`src/rtl/isqrt_pkg.sv`:
```
package isqrt_pkg;

  // Per-cycle commands from the sequencer to the datapath
  typedef struct packed {
    logic load;  // capture operand, seed trial root and square
    logic step;  // one binary-search step
    logic fix;   // nearest-rounding correction and clamp
  } sqStrobe_t;

  typedef enum logic [1:0] {
    ST_IDLE,
    ST_ITER,
    ST_FIX,
    ST_DONE
  } sqState_t;

endpackage

```
`src/rtl/isqrt_ctrl.sv`:
```
module isqrt_ctrl
  import isqrt_pkg::*;
#(
  parameter int HALF_W = 8,
  parameter int CNT_W  = $clog2(HALF_W)
) (
  input  logic             clk,
  input  logic             rst_n,
  input  logic             start,
  output sqStrobe_t        strobe,
  output logic [CNT_W-1:0] shiftCnt,
  output logic             busy,
  output logic             done
);

  sqState_t         state;
  logic [CNT_W-1:0] stepCnt;

  always_ff @(posedge clk) begin
    if (!rst_n) begin
      state   <= ST_IDLE;
      stepCnt <= '0;
    end else begin
      case (state)
        ST_IDLE: if (start) begin
          state   <= ST_ITER;
          stepCnt <= CNT_W'(HALF_W - 1);
        end
        ST_ITER: begin
          stepCnt <= stepCnt - 1'b1;
          if (stepCnt == CNT_W'(1)) state <= ST_FIX;
        end
        ST_FIX:  state <= ST_DONE;
        default: state <= ST_IDLE;
      endcase
    end
  end

  always_comb begin
    strobe.load = (state == ST_IDLE) && start;
    strobe.step = (state == ST_ITER);
    strobe.fix  = (state == ST_FIX);
  end

  assign shiftCnt = stepCnt;
  assign busy     = (state == ST_ITER) || (state == ST_FIX);
  assign done     = (state == ST_DONE);

  // Independent cycle counter used only by the checks below
  logic [CNT_W:0] busyRun;
  always_ff @(posedge clk) begin
    if (!rst_n)     busyRun <= '0;
    else if (busy)  busyRun <= busyRun + 1'b1;
    else if (!done) busyRun <= '0;
  end

  assert_done_single_R3: assert property (@(posedge clk) disable iff (!rst_n)
    done |=> !done);

  assert_latency_R3: assert property (@(posedge clk) disable iff (!rst_n)
    $rose(done) |-> (busyRun == (CNT_W+1)'(HALF_W)));

  assert_start_ignored_R6: assert property (@(posedge clk) disable iff (!rst_n)
    (busy && start) |=> (done || busyRun == $past(busyRun) + 1'b1));

  assert_done_to_idle_R6: assert property (@(posedge clk) disable iff (!rst_n)
    done |=> !busy);

endmodule

```
`src/rtl/isqrt_datapath.sv`:
```
module isqrt_datapath
  import isqrt_pkg::*;
#(
  parameter int WIDTH  = 16,
  parameter int HALF_W = WIDTH / 2,
  parameter int CNT_W  = $clog2(HALF_W),
  parameter int SQ_W   = WIDTH + 2
) (
  input  logic              clk,
  input  logic              rst_n,
  input  sqStrobe_t         strobe,
  input  logic [CNT_W-1:0]  shiftCnt,
  input  logic [WIDTH-1:0]  radicandIn,
  output logic [HALF_W-1:0] root
);

  localparam logic [HALF_W:0]  INIT_ROOT = (HALF_W+1)'(1) << (HALF_W - 1);
  localparam logic [WIDTH-1:0] INIT_SQ   = WIDTH'(1) << (WIDTH - 2);
  localparam logic [HALF_W:0]  ROOT_MAX  = {1'b0, {HALF_W{1'b1}}};

  logic [WIDTH-1:0]  radicand;
  logic [HALF_W:0]   trialRoot;
  logic [SQ_W-1:0]   trialSq;
  logic [HALF_W-1:0] incr;
  logic [WIDTH-1:0]  incrSq;
  logic [HALF_W-1:0] rootQ;

  // Step datapath
  logic [HALF_W-1:0] nextIncr;
  logic [WIDTH-1:0]  nextIncrSq;
  logic [SQ_W-1:0]   crossTerm;
  logic [SQ_W-1:0]   radExt;
  logic              goUp;

  always_comb begin
    nextIncr   = incr >> 1;
    nextIncrSq = incrSq >> 2;
    crossTerm  = SQ_W'(trialRoot) << shiftCnt;
    radExt     = SQ_W'(radicand);
    goUp       = (radExt >= trialSq);
  end

  // Correction datapath
  logic [SQ_W-1:0] lowBound;
  logic [SQ_W-1:0] highBound;
  logic [HALF_W:0] rounded;
  logic [HALF_W:0] clamped;

  always_comb begin
    lowBound  = trialSq - SQ_W'(trialRoot);
    highBound = trialSq + SQ_W'(trialRoot);
    if (radExt <= lowBound)      rounded = trialRoot - 1'b1;
    else if (radExt > highBound) rounded = trialRoot + 1'b1;
    else                         rounded = trialRoot;
    clamped = (rounded > ROOT_MAX) ? ROOT_MAX : rounded;
  end

  always_ff @(posedge clk) begin
    if (!rst_n) begin
      radicand  <= '0;
      trialRoot <= '0;
      trialSq   <= '0;
      incr      <= '0;
      incrSq    <= '0;
      rootQ     <= '0;
    end else begin
      if (strobe.load) begin
        radicand  <= radicandIn;
        trialRoot <= INIT_ROOT;
        trialSq   <= SQ_W'(INIT_SQ);
        incr      <= INIT_ROOT[HALF_W-1:0];
        incrSq    <= INIT_SQ;
      end
      if (strobe.step) begin
        incr   <= nextIncr;
        incrSq <= nextIncrSq;
        if (goUp) begin
          trialSq   <= trialSq + crossTerm + SQ_W'(nextIncrSq);
          trialRoot <= trialRoot + (HALF_W+1)'(nextIncr);
        end else begin
          trialSq   <= trialSq - crossTerm + SQ_W'(nextIncrSq);
          trialRoot <= trialRoot - (HALF_W+1)'(nextIncr);
        end
      end
      if (strobe.fix) rootQ <= clamped[HALF_W-1:0];
    end
  end

  assign root = rootQ;

  // Checks on the registered result against the captured operand
  logic [SQ_W-1:0] chkSq;
  logic [SQ_W-1:0] chkRoot;
  always_comb begin
    chkRoot = SQ_W'(rootQ);
    chkSq   = chkRoot * chkRoot;
  end

  assert_root_positive_R4: assert property (@(posedge clk) disable iff (!rst_n)
    strobe.step |-> (trialRoot != '0));

  assert_nearest_upper_R4: assert property (@(posedge clk) disable iff (!rst_n)
    strobe.fix |=> ((rootQ == ROOT_MAX[HALF_W-1:0]) || (radExt <= chkSq + chkRoot)));

  assert_nearest_lower_R4: assert property (@(posedge clk) disable iff (!rst_n)
    strobe.fix |=> ((rootQ == '0) ? (radExt == '0) : (radExt + chkRoot > chkSq)));

  assert_hold_R7: assert property (@(posedge clk) disable iff (!rst_n)
    !strobe.fix |=> $stable(rootQ));

endmodule

```
`src/rtl/isqrt_unit.sv`:
```
module isqrt_unit
  import isqrt_pkg::*;
#(
  parameter int WIDTH = 16
) (
  input  logic                 clk,
  input  logic                 rst_n,
  input  logic                 start,
  input  logic [WIDTH-1:0]     radicand,
  output logic                 busy,
  output logic                 done,
  output logic [WIDTH/2-1:0]   root
);

  localparam int HALF_W = WIDTH / 2;
  localparam int CNT_W  = $clog2(HALF_W);
  localparam int SQ_W   = WIDTH + 2;

  sqStrobe_t        strobe;
  logic [CNT_W-1:0] shiftCnt;

  isqrt_ctrl #(
    .HALF_W (HALF_W),
    .CNT_W  (CNT_W)
  ) i_ctrl (
    .clk      (clk),
    .rst_n    (rst_n),
    .start    (start),
    .strobe   (strobe),
    .shiftCnt (shiftCnt),
    .busy     (busy),
    .done     (done)
  );

  isqrt_datapath #(
    .WIDTH  (WIDTH),
    .HALF_W (HALF_W),
    .CNT_W  (CNT_W),
    .SQ_W   (SQ_W)
  ) i_datapath (
    .clk        (clk),
    .rst_n      (rst_n),
    .strobe     (strobe),
    .shiftCnt   (shiftCnt),
    .radicandIn (radicand),
    .root       (root)
  );

endmodule

```
`config.mk`:
```
export PLATFORM = sky130hd
export DESIGN_NAME = isqrt_unit
export DESIGN_NICKNAME = d
export VERILOG_FILES = /design/src/rtl/isqrt_pkg.sv /design/src/rtl/isqrt_ctrl.sv /design/src/rtl/isqrt_datapath.sv /design/src/rtl/isqrt_unit.sv
export SDC_FILE = /design/constraint.sdc
export NUM_CORES = 1
export LEC_CHECK = 0
export ABC_AREA = 1
export BUFFER_PORTS_ARGS = -buffer_cell sky130_fd_sc_hd__buf_2
export CORE_MARGIN = 2
export CORE_UTILIZATION = 50
export CTS_BUF_LIST = sky130_fd_sc_hd__clkbuf_8
export CTS_CLUSTER_DIAMETER = 80
export DETAILED_ROUTE_END_ITERATION = 8
export GPL_TIMING_DRIVEN = 0
export PLACE_DENSITY = 0.76
export SLEW_MARGIN = 10
export SYNTH_ARGS = -nofsm -noshare
export SYNTH_HDL_FRONTEND = slang
export SYNTH_SLANG_ARGS = --single-unit
```
`constraint.sdc`:
```
create_clock -name clk -period 5.1 [get_ports clk]
set_input_delay 1.02 -clock clk [delete_from_list [all_inputs] [get_ports clk]]
set_output_delay 1.02 -clock clk [all_outputs]
set_load 0.02 [all_outputs]
```
---- Word level (Yosys, flattened, before mapping) ----
Cells that the tools add are included.
word-level totals
  flip-flop bits (word level) ............. 78
  word-level logic and storage cells ...... 58
cells by class
  add/subtract/negate cells ............... 11
  magnitude comparators ................... 4
  eq/ne operators ......................... 6
  shift operators ......................... 1
  mux-type cells .......................... 18
  bitwise gates (word level) .............. 1
  reductions and logical operators ........ 8
operator list
  operator               count
  $mux W18               3
  $mux W9                5
  $add A18 B13 Y18       2
  $mux W14               2
  $add A18 B18 Y18       1
  $add A18 B9 Y18        1
  $ge A16 B18 Y1         1
  $gt A16 B18 Y1         1
  $le A16 B18 Y1         1
  $shl A9 B3 Y18         1
  $sub A18 B18 Y18       1
  $sub A18 B9 Y18        1
  $mux W7                2
  $add A9 B1 Y9 const B  1
  $add A9 B7 Y9          1
  $gt A9 B8 Y1 const B   1
  $sub A9 B1 Y9 const B  1
  $sub A9 B7 Y9          1
  $mux W8                1
  $pmux W2 S3            1
  $pmux W3 S2            1
  $eq A2 B2 Y1 const B   2
  $mux W2                2
  $ne A2 B2 Y1 const B   2
  11 further kinds       13

---- Depth between registers and ports, before layout ----
Gate-level depths: netlist (run 1).
  word-level depth ........................ 6
  gate-level depth with buffers ........... 29
  gate-level depth less buffers ........... 27

---- By module ----
From an unflattened synthesis (run 1), not the netlist that was laid out.
second synthesis, totals
  cell total of the unflattened synthesis .. 1317
  area total of the unflattened synthesis .. 8593.2 um^2
by module, submodules not included
  module          times used  cells an instance  area each (um^2)  seq. area each (um^2)
  isqrt_datapath  1           1264               8217.9            1161.1
  isqrt_ctrl      1           53                 375.4             100.1

---- Worst setup path before layout (run 1) ----
Ideal clock, no wire load.
  kind .................................... register to register
  from .................................... register i_datapath.trialRoot[3]
  to ...................................... register i_datapath.rootQ[7], in the netlist i_datapath.root[7]
  setup time .............................. 0.109 ns
  arrival ................................. 3.449 ns
  slack ................................... 1.542 ns
  cell stages (with the launch flop) ...... 27
  path through ............................ dfxtp_1 clkbuf_1 inv_1 ha_1 nor2_1 nand3_1 nand3_2 a21oi_1 o21ai_0 nand2_1 o21ai_0 o21ai_0 ha_1 a21oi_1 nor2_1 a211oi_1 nand2_1 nand2_1 nand2_2 nand3_4 nand2_2 nand2_2 nand2_4 nand2_8 nand3_2 nand2_1 inv_1
on the way
  cells in the longest elaborated chain, start to end .. 6
  elaborated cells on any way between the ends .. 10
  those cells by class .................... 4 x add/sub; 3 x order compare; 3 x mux
ends and longest elaborated chain
  element                 RTL line              RTL
  from (decl)             isqrt_datapath.sv:22  logic [HALF_W:0] trialRoot;
  from (signal assigned)  isqrt_datapath.sv:79  trialRoot <= trialRoot + (HALF_W+1)'(nextIncr);
  from (signal assigned)  isqrt_datapath.sv:82  trialRoot <= trialRoot - (HALF_W+1)'(nextIncr);
  $add A18 B9 Y18         isqrt_datapath.sv:51  highBound = trialSq + SQ_W'(trialRoot);
  $gt A16 B18 Y1          isqrt_datapath.sv:53  else if (radExt > highBound) rounded = trialRoot + 1'b1;
  $mux W9                 isqrt_datapath.sv:53
  $mux W9 (*)             isqrt_datapath.sv:52  if (radExt <= lowBound) rounded = trialRoot - 1'b1;
  $gt A9 B8 Y1            isqrt_datapath.sv:55  clamped = (rounded > ROOT_MAX) ? ROOT_MAX : rounded;
  $mux W8 (*)             isqrt_datapath.sv:55
  to (signal assigned)    isqrt_datapath.sv:85  if (strobe.fix) rootQ <= clamped[HALF_W-1:0];
  to (decl)               isqrt_datapath.sv:26  logic [HALF_W-1:0] rootQ;
Mark *: on every way between the ends. The rest lies on a longest branch, timed or not.
A chain may end at the register's enable or synchronous reset.

---- Worst setup path in the final report (run 1) ----
  from .................................... register i_datapath.trialSq[15]
  to ...................................... register i_datapath.trialRoot[8]
on the way
  cells in the longest elaborated chain, start to end .. 3
ends and longest elaborated chain
  element                 RTL line              RTL
  from (decl)             isqrt_datapath.sv:23  logic [SQ_W-1:0] trialSq;
  from (signal assigned)  isqrt_datapath.sv:70  trialSq <= SQ_W'(INIT_SQ);
  from (signal assigned)  isqrt_datapath.sv:78  trialSq <= trialSq + crossTerm + SQ_W'(nextIncrSq);
  from (signal assigned)  isqrt_datapath.sv:81  trialSq <= trialSq - crossTerm + SQ_W'(nextIncrSq);
  $ge A16 B18 Y1          isqrt_datapath.sv:40  goUp = (radExt >= trialSq);
  $mux W9                 isqrt_datapath.sv:77  if (goUp) begin
  $mux W9                 isqrt_datapath.sv:74  if (strobe.step) begin
No other way between the ends.

==> impl_results.md, run 1 <==
* Post-route total power at roughly 6.2 mW
* Max_slew headroom at between 50% and 60%
* Post-DRT Antenna Nets at 0
* WP depth at 19
* Crit share post-route at roughly nine tenths
* Mapped Nets at around 1500
* Fin Setup TNS at 0 ns
* Drt drc at 0
* Synth area leader: ha_1
* Core area at roughly 17000 um^2
* Worst-Margin Slew at approximately 0.7 ns
* Hold-fix buffers, CTS at 0
* Hold depth at 2
* Worst Hold Path EP: i_datapath.incrSq[12]$_SDFFE_PN0P_
* R2R Path End: i_datapath.trialRoot[8]$_SDFFE_PN0P_
* Area Growth Syn to Fin at 7.28%
* CP startpoint kind: register
* Async S/R FF share, synth at 0%
* Slowest cell on crit path: dfxtp_1
* Die X at 135 um
* Yosys reg bits at between 60 and 70
* Final Skew at about 0.019 ns
* Layout cell share with drive strength beyond 1 at under 10%
* Total I/O pin count at 29
* Top post-synthesis cells by area: ha_1, dfxtp_1, nand2_1
* Post-DR wirelength/cell at 15.4 um
* DP HPWL at just under 20000 um
* Pwr dens at 677 nW/um^2
* Maximum number of pins on one net before global-route repair at 13
* Initial antenna violation count at 0
* Worst-path clk slew at around 0.090 ns
* Arr. time, crit path at 4.88 ns
* CP endpoint kind: register
* CTS Root Cell: clkbuf_8
* Ys Warns at 0
* CTS max path bufs at 2
* Initial Utilization at around 51%
* CP top delay family: simple AND/OR/NAND/NOR gates
* Post-CTS Repair Setup Buffers at 0
* Worst skew pair latency at 0.39 ns
* Crit path cell chain: inv_1 -> ha_1 -> nand2_1 -> nor4_1 -> o2111ai_1 -> nand3_1 -> clkbuf_1 -> nand2_1 -> o21ai_0 -> inv_1 -> fa_1 -> o31ai_1 -> nand4_1 -> o211ai_1 -> xor2_1 -> nor2_1 -> nor2_1 -> nand2_1 -> a21oi_1
* Final WS setup at around 0.52 ns
* Max incr delay on CP at 0.52 ns
* R2r setup slk at around 0.52 ns
* Die H at 135 um
* Crit Path Max Fanout at 10
* Grt total ovfl at 0
* Non-Filler Instances at approximately 1600
* Leak Pwr at between 4 and 5 nW
* Buf/Inv on CP at 3
* Total CTS buffers at 9
* Setup CP Type: register to register
* Fillers at 1612
* Initial DRT Pass Iterations at 5
* Sequential area share after synthesis at 14.7%
* Synth Area per Inst at around 6.7 um^2
* Htree depth at 3
* WL final at approximately 24000 um
* Min cycle time layout at ~4.6 ns
* Unique masters post-synth at between 40 and 50
* Row Count at 47
* Commonest register cell after synthesis: dfxtp_1
* Final Hold Fails at 0
* Placed insts at roughly 1500
* Vias after detailed routing at 8409
* CP dominant cell by count: nand2_1
* RSZ-0062 raised after global routing: no
* Setup slack at placement at 0.591 ns
* CTS tree: done
* Fmax at 0.218 GHz
* Routability cong. at between 0.9 and 1
* Top cell type's share of synthesized area at around 20%
* DR iter-0 viols at 593
* Slew Viols, Final at 0
* Worst reg2reg startpoint: i_datapath.trialSq[15]$_SDFFE_PN0P_
* Diode count at 0
* Clock sink total at 63
* Reg2Reg Depth at 19
* Max-cap check violation count at 0
* Gr usage total at approximately a quarter
* Hold Startpoint: i_datapath.incr[7]$_SDFFE_PP0P_
* Post-synth EDFFs at 0
* CP required at 5.40 ns
* Wire length of the first global-routing pass at around 38000 um
* Die area at around 18000 um^2
* Gates resized, CTS repair at 0
* Vias/cell at roughly 5.4
* Mapped Cells at ~1300
* IO buf count at 28
* Worst vdd ir at 0.000555 V
* Final setup viols at 0
* # nets final at around 1500
* Vias in the first global route at roughly 8000
* Netlist Area Pre-Place at 8560 um^2
* Min-delay worst type: register to register
* Run status: completed
## cell usage after synthesis, types with 11 or more instances
cell type / number
a21oi_1: 116
clkbuf_1: 27
dfxtp_1: 63
fa_1: 18
ha_1: 136
inv_1: 171
inv_2: 11
nand2_1: 278
nand2_2: 11
nand3_1: 52
nand3_2: 12
nand4_1: 15
nor2_1: 123
nor3_1: 13
o21ai_0: 81
xnor2_1: 13
xor2_1: 64
## per-stage QoR
stage	area [um^2]	hold WS, ns	utilization, %
floorplan	8560	0.461	-
global placement	8980	0.478	54.0
detailed placement	8980	0.497	54.0
CTS	9190	0.510	55.2
global route	9190	0.533	55.2
finish	9190	0.509	55.2
## flip-flops by register name, indices dropped and copies added, names as in the netlist
name / count
i_ctrl.state: 2
i_ctrl.shiftCnt: 3
i_datapath.incrSq: 1
i_datapath.trialRoot: 9
i_datapath.root: 8
i_datapath.trialSq: 18
i_datapath.incr: 6
i_datapath.radicand: 16
## worst max path at each step
stage                                          from                              endpoint  slack, ns
2_1_floorplan  i_datapath.trialRoot[3]$_SDFFE_PN0P_       i_datapath.root[7]$_SDFFE_PN0P_       1.54
3_3_place_gp    i_datapath.trialSq[15]$_SDFFE_PN0P_  i_datapath.trialRoot[8]$_SDFFE_PN0P_       0.61
3_5_place_dp    i_datapath.trialSq[15]$_SDFFE_PN0P_  i_datapath.trialRoot[8]$_SDFFE_PN0P_       0.59
4_1_cts         i_datapath.trialSq[15]$_SDFFE_PN0P_  i_datapath.trialRoot[8]$_SDFFE_PN0P_       0.53
5_1_grt         i_datapath.trialSq[15]$_SDFFE_PN0P_  i_datapath.trialRoot[8]$_SDFFE_PN0P_       0.09
6_report        i_datapath.trialSq[15]$_SDFFE_PN0P_  i_datapath.trialRoot[8]$_SDFFE_PN0P_       0.52
## worst reg2reg max path, stage by stage (launching register included)
cell and delay (ns):
dfxtp_1 0.52, inv_1 0.16, ha_1 0.33, nand2_1 0.08
nor4_1 0.40, o2111ai_1 0.20, nand3_1 0.37, clkbuf_1 0.45
nand2_1 0.09, o21ai_0 0.16, inv_1 0.12, fa_1 0.44
o31ai_1 0.37, nand4_1 0.14, o211ai_1 0.13, xor2_1 0.21
nor2_1 0.06, nor2_1 0.09, nand2_1 0.09, a21oi_1 0.12
## routing by layer
metal | vias up | global-route usage, % | part of all wire, %
li1 | 4256 | - | -
met2 | 289 | 43.0 | 45
met5 | - | 0 | 0
met4 | 0 | 9.65 | 2.9
met1 | 3815 | 36.3 | 46
met3 | 49 | 3.75 | 6.7
## logic make-up after synthesis
group	count (synthesis)	synth area share, %
buf+inv	221	10.1
xor+xnor	77	7.88
flops	63	14.7
simple gates	526	27.4
mux	2	0.234
fa+ha+maj	154	24.1
compound gates	244	15.5
## power breakdown
part           internal (mW)  switching (mW)
Sequential             0.618           0.177
Combinational           1.71            3.23
Clock                  0.240           0.235
Total                   2.57            3.64
## cells in the final DEF (no fill, tap or decap), types with 12 or more instances in the layout
master	n
nand2_1	278
inv_1	171
ha_1	136
nor2_1	123
a21oi_1	116
o21ai_0	81
xor2_1	64
dfxtp_1	63
nand3_1	52
buf_2	33
clkbuf_1	27
fa_1	18
nand4_1	15
nor3_1	13
xnor2_1	13
nand3_2	12
## final cells by class
type	instances	area [um^2]	area share (%)
repair buffers	28	140	1.53
plain buffers	37	176	1.92
inverters	184	691	7.52
clock buffers	10	138	1.50
clock inverters	6	70.1	0.763
flip-flops and latches	63	1260	13.7
multi-input cells	1003	6430	70.0
well taps	220	275	3.00
No activity file was read; power rests on OpenSTA's default activity.
==> run 2: changes to the inputs <==
--- a/config.mk
+++ b/config.mk
@@ -13,6 +13,7 @@
 export CTS_CLUSTER_DIAMETER = 80
 export DETAILED_ROUTE_END_ITERATION = 8
 export GPL_TIMING_DRIVEN = 0
+export MAX_ROUTING_LAYER = met4
 export PLACE_DENSITY = 0.76
 export SLEW_MARGIN = 10
 export SYNTH_ARGS = -nofsm -noshare
==> impl_results.md, run 2 (synthesized netlist as in run 1, its figures left out) <==
* Diode count at 0 (unchanged)
* Reg2Reg Depth at 19 (unchanged)
* Initial DRT Pass Iterations at 5 (unchanged)
* CTS Root Cell: clkbuf_8 (unchanged)
* Max-cap check violation count at 0 (unchanged)
* WL final at 23700 um (was 23800 um)
* Die H at 135 um (unchanged)
* CTS max path bufs at 2 (unchanged)
* Crit path cell chain: inv_1 -> ha_1 -> nand2_1 -> nor4_1 -> o2111ai_1 -> nand3_1 -> clkbuf_1 -> a31oi_1 -> xor2_1 -> ha_1 -> inv_1 -> o31ai_1 -> nand4_1 -> o211ai_1 -> xor2_1 -> nor2_1 -> nor2_1 -> nand2_1 -> a21oi_1 (was inv_1 -> ha_1 -> nand2_1 -> nor4_1 -> o2111ai_1 -> nand3_1 -> clkbuf_1 -> nand2_1 -> o21ai_0 -> inv_1 -> fa_1 -> o31ai_1 -> nand4_1 -> o211ai_1 -> xor2_1 -> nor2_1 -> nor2_1 -> nand2_1 -> a21oi_1)
* Min-delay worst type: register to register (unchanged)
* Post-DR wirelength/cell at 15.3 um (was 15.4 um)
* Min cycle time layout at 4.65 ns (was 4.58 ns)
* Pwr dens at 678 nW/um^2 (was 677 nW/um^2)
* Fin util at 55.3% (was 55.2%)
* Vias after detailed routing at 8314 (was 8409)
* Die area at 18200 um^2 (unchanged)
* Initial Utilization at 51.5% (unchanged)
* Initial antenna violation count at 0 (unchanged)
* RSZ-0062 raised after global routing: no (unchanged)
* Routability cong. at 1.00 (about the same)
* Worst vdd ir at 0.000404 V (was 0.000555 V)
* Post-CTS Repair Setup Buffers at 0 (unchanged)
* Final Skew at 0.0170 ns (was 0.0194 ns)
* Fin Setup TNS at 0 ns (unchanged)
* CP startpoint kind: register (unchanged)
* IO buf count at 28 (unchanged)
* Hold depth at 2 (unchanged)
* Crit share post-route at 91.2% (was 89.8%)
* Vias/cell at 5.36 (was 5.42)
* Slew Viols, Final at 0 (unchanged)
* Post-DRT Antenna Nets at 0 (unchanged)
* Hold-fix buffers, CTS at 0 (unchanged)
* Final Hold Fails at 0 (unchanged)
* Clock sink total at 63 (unchanged)
* Post-route total power at 6.25 mW (was 6.22 mW)
* Max_slew headroom at 53.0% (was 54.1%)
* Worst-path clk slew at 0.08 ns (was 0.09 ns)
* Crit Path Max Fanout at 10 (unchanged)
* DP HPWL at 19700 um (was 19500 um)
* Reg with most FFs: i_datapath.trialSq (unchanged)
* Htree depth at 3 (unchanged)
* Vias in the first global route at 7824 (was 7830)
* Largest regs: i_datapath.trialSq (18), i_datapath.radicand (16), i_datapath.trialRoot (9) (unchanged)
* Gates resized, CTS repair at 0 (unchanged)
* R2R Path End: i_datapath.trialRoot[8]$_SDFFE_PN0P_ (unchanged)
* Die X at 135 um (unchanged)
* DR iter-0 viols at 557 (was 593)
* Arr. time, crit path at 4.95 ns (was 4.88 ns)
* Max incr delay on CP at 0.59 ns (was 0.52 ns)
* Buf/Inv on CP at 3 (unchanged)
* Fmax at 0.215 GHz (was 0.218 GHz)
* Worst reg2reg startpoint: i_datapath.trialSq[14]$_SDFFE_PN0P_ (was i_datapath.trialSq[15]$_SDFFE_PN0P_)
* CP top delay family: simple AND/OR/NAND/NOR gates (unchanged)
* Run status: completed (unchanged)
* Setup slack at placement at 0.452 ns (was 0.591 ns)
* Total CTS buffers at 9 (unchanged)
* R2r setup slk at 0.45 ns (was 0.52 ns)
* Area Growth Syn to Fin at 7.51% (was 7.28%)
* Worst skew pair latency at 0.37 ns (was 0.39 ns)
* Max FFs per register at 18 (unchanged)
* Gr usage total at 27.3% (was 26.7%)
* Row Count at 47 (unchanged)
* Wire length of the first global-routing pass at 38100 um (was 38500 um)
* CP endpoint kind: register (unchanged)
* Drt drc at 0 (unchanged)
* Total I/O pin count at 29 (unchanged)
* CTS tree: done (unchanged)
* Final WS setup at 0.451 ns (was 0.520 ns)
* Maximum number of pins on one net before global-route repair at 14 (was 13)
* # nets final at 1499 (unchanged)
* Fillers at 1669 (was 1612)
* Layout cell share with drive strength beyond 1 at 8.11% (was 8.04%)
* Commonest non-fill, non-tap cell in the layout: nand2_1 (unchanged)
* Final setup viols at 0 (unchanged)
* Setup CP Type: register to register (unchanged)
* Core area at 16600 um^2 (unchanged)
* Commonest cells after routing, fill and taps aside: nand2_1, inv_1, ha_1, nor2_1, a21oi_1 (unchanged)
* Grt total ovfl at 0 (unchanged)
* Worst-Margin Slew at 0.705 ns (was 0.689 ns)
* CP required at 5.40 ns (about the same)
* Slowest cell on crit path: dfxtp_1 (unchanged)
* Leak Pwr at 4.87 nW (was 4.86 nW)
* Worst Hold Path EP: i_datapath.incrSq[12]$_SDFFE_PN0P_ (unchanged)
* Hold Startpoint: i_datapath.incr[7]$_SDFFE_PP0P_ (unchanged)
run 2: cell count changes in the layout (fill, tap and decap cells not counted):
cell and delta:
clkbuf_8 -1, inv_6 +3, clkinvlp_4 -2, clkbuf_1 -1
bufinv_16 +1, clkbuf_2 +1, clkinv_4 -1
run 2: how the worst max path moves through the flow:
stage                                    startpoint                                   end  slack [ns]  depth (start not counted)
3_5_place_dp    i_datapath.trialSq[14]$_SDFFE_PN0P_  i_datapath.trialRoot[8]$_SDFFE_PN0P_        0.45                         19
6_report        i_datapath.trialSq[14]$_SDFFE_PN0P_  i_datapath.trialRoot[8]$_SDFFE_PN0P_        0.45                         19
4_1_cts         i_datapath.trialSq[15]$_SDFFE_PN0P_  i_datapath.trialRoot[8]$_SDFFE_PN0P_        0.40                         19
5_1_grt        i_datapath.trialRoot[3]$_SDFFE_PN0P_       i_datapath.root[7]$_SDFFE_PN0P_        0.11                         26
3_3_place_gp    i_datapath.trialSq[15]$_SDFFE_PN0P_  i_datapath.trialRoot[8]$_SDFFE_PN0P_        0.53                         19
2_1_floorplan  i_datapath.trialRoot[3]$_SDFFE_PN0P_       i_datapath.root[7]$_SDFFE_PN0P_        1.54                         26
run 2: cell type report:
class / count / area, um^2 / area share, %
multi-input cells: 1003 / 6430 / 69.9
flip-flops and latches: 63 / 1260 / 13.7
inverters: 184 / 691 / 7.50
well taps: 220 / 275 / 2.99
plain buffers: 37 / 178 / 1.93
repair buffers: 28 / 140 / 1.52
clock buffers: 9 / 124 / 1.35
clock inverters: 7 / 103 / 1.11
run 2: report_power, final:
group	internal [mW]	switching, mW
Sequential	0.618	0.175
Combinational	1.72	3.22
Clock	0.281	0.233
run 2: routing by layer:
metal	vias up	GRT usage, %	wire, um
met3	53	3.08	1470
li1	4250	-	-
met5	-	-	0
met4	0	10.5	874
met1	3759	35.8	10700
met2	252	43.4	10700
run 2: per-stage QoR:
step / cell area, um^2 / hold slack, ns / cells
5_1_grt: 9210 / 0.517 / 1551
3_5_place_dp: 8980 / 0.479 / 1535
6_report: 9210 / 0.495 / 1551
3_3_place_gp: 8980 / 0.479 / 1535
2_1_floorplan: 8560 / 0.461 / 1287
4_1_cts: 9210 / 0.493 / 1551
run 2: worst register-to-register path, stage by stage (launching register included):
cell and delay, ns:
dfxtp_1 0.59, inv_1 0.14, ha_1 0.31, nand2_1 0.07, nor4_1 0.44, o2111ai_1 0.21, nand3_1 0.37, clkbuf_1 0.51
a31oi_1 0.12, xor2_1 0.18, ha_1 0.32, inv_1 0.06, o31ai_1 0.40, nand4_1 0.14, o211ai_1 0.13, xor2_1 0.21
nor2_1 0.06, nor2_1 0.09, nand2_1 0.09, a21oi_1 0.12
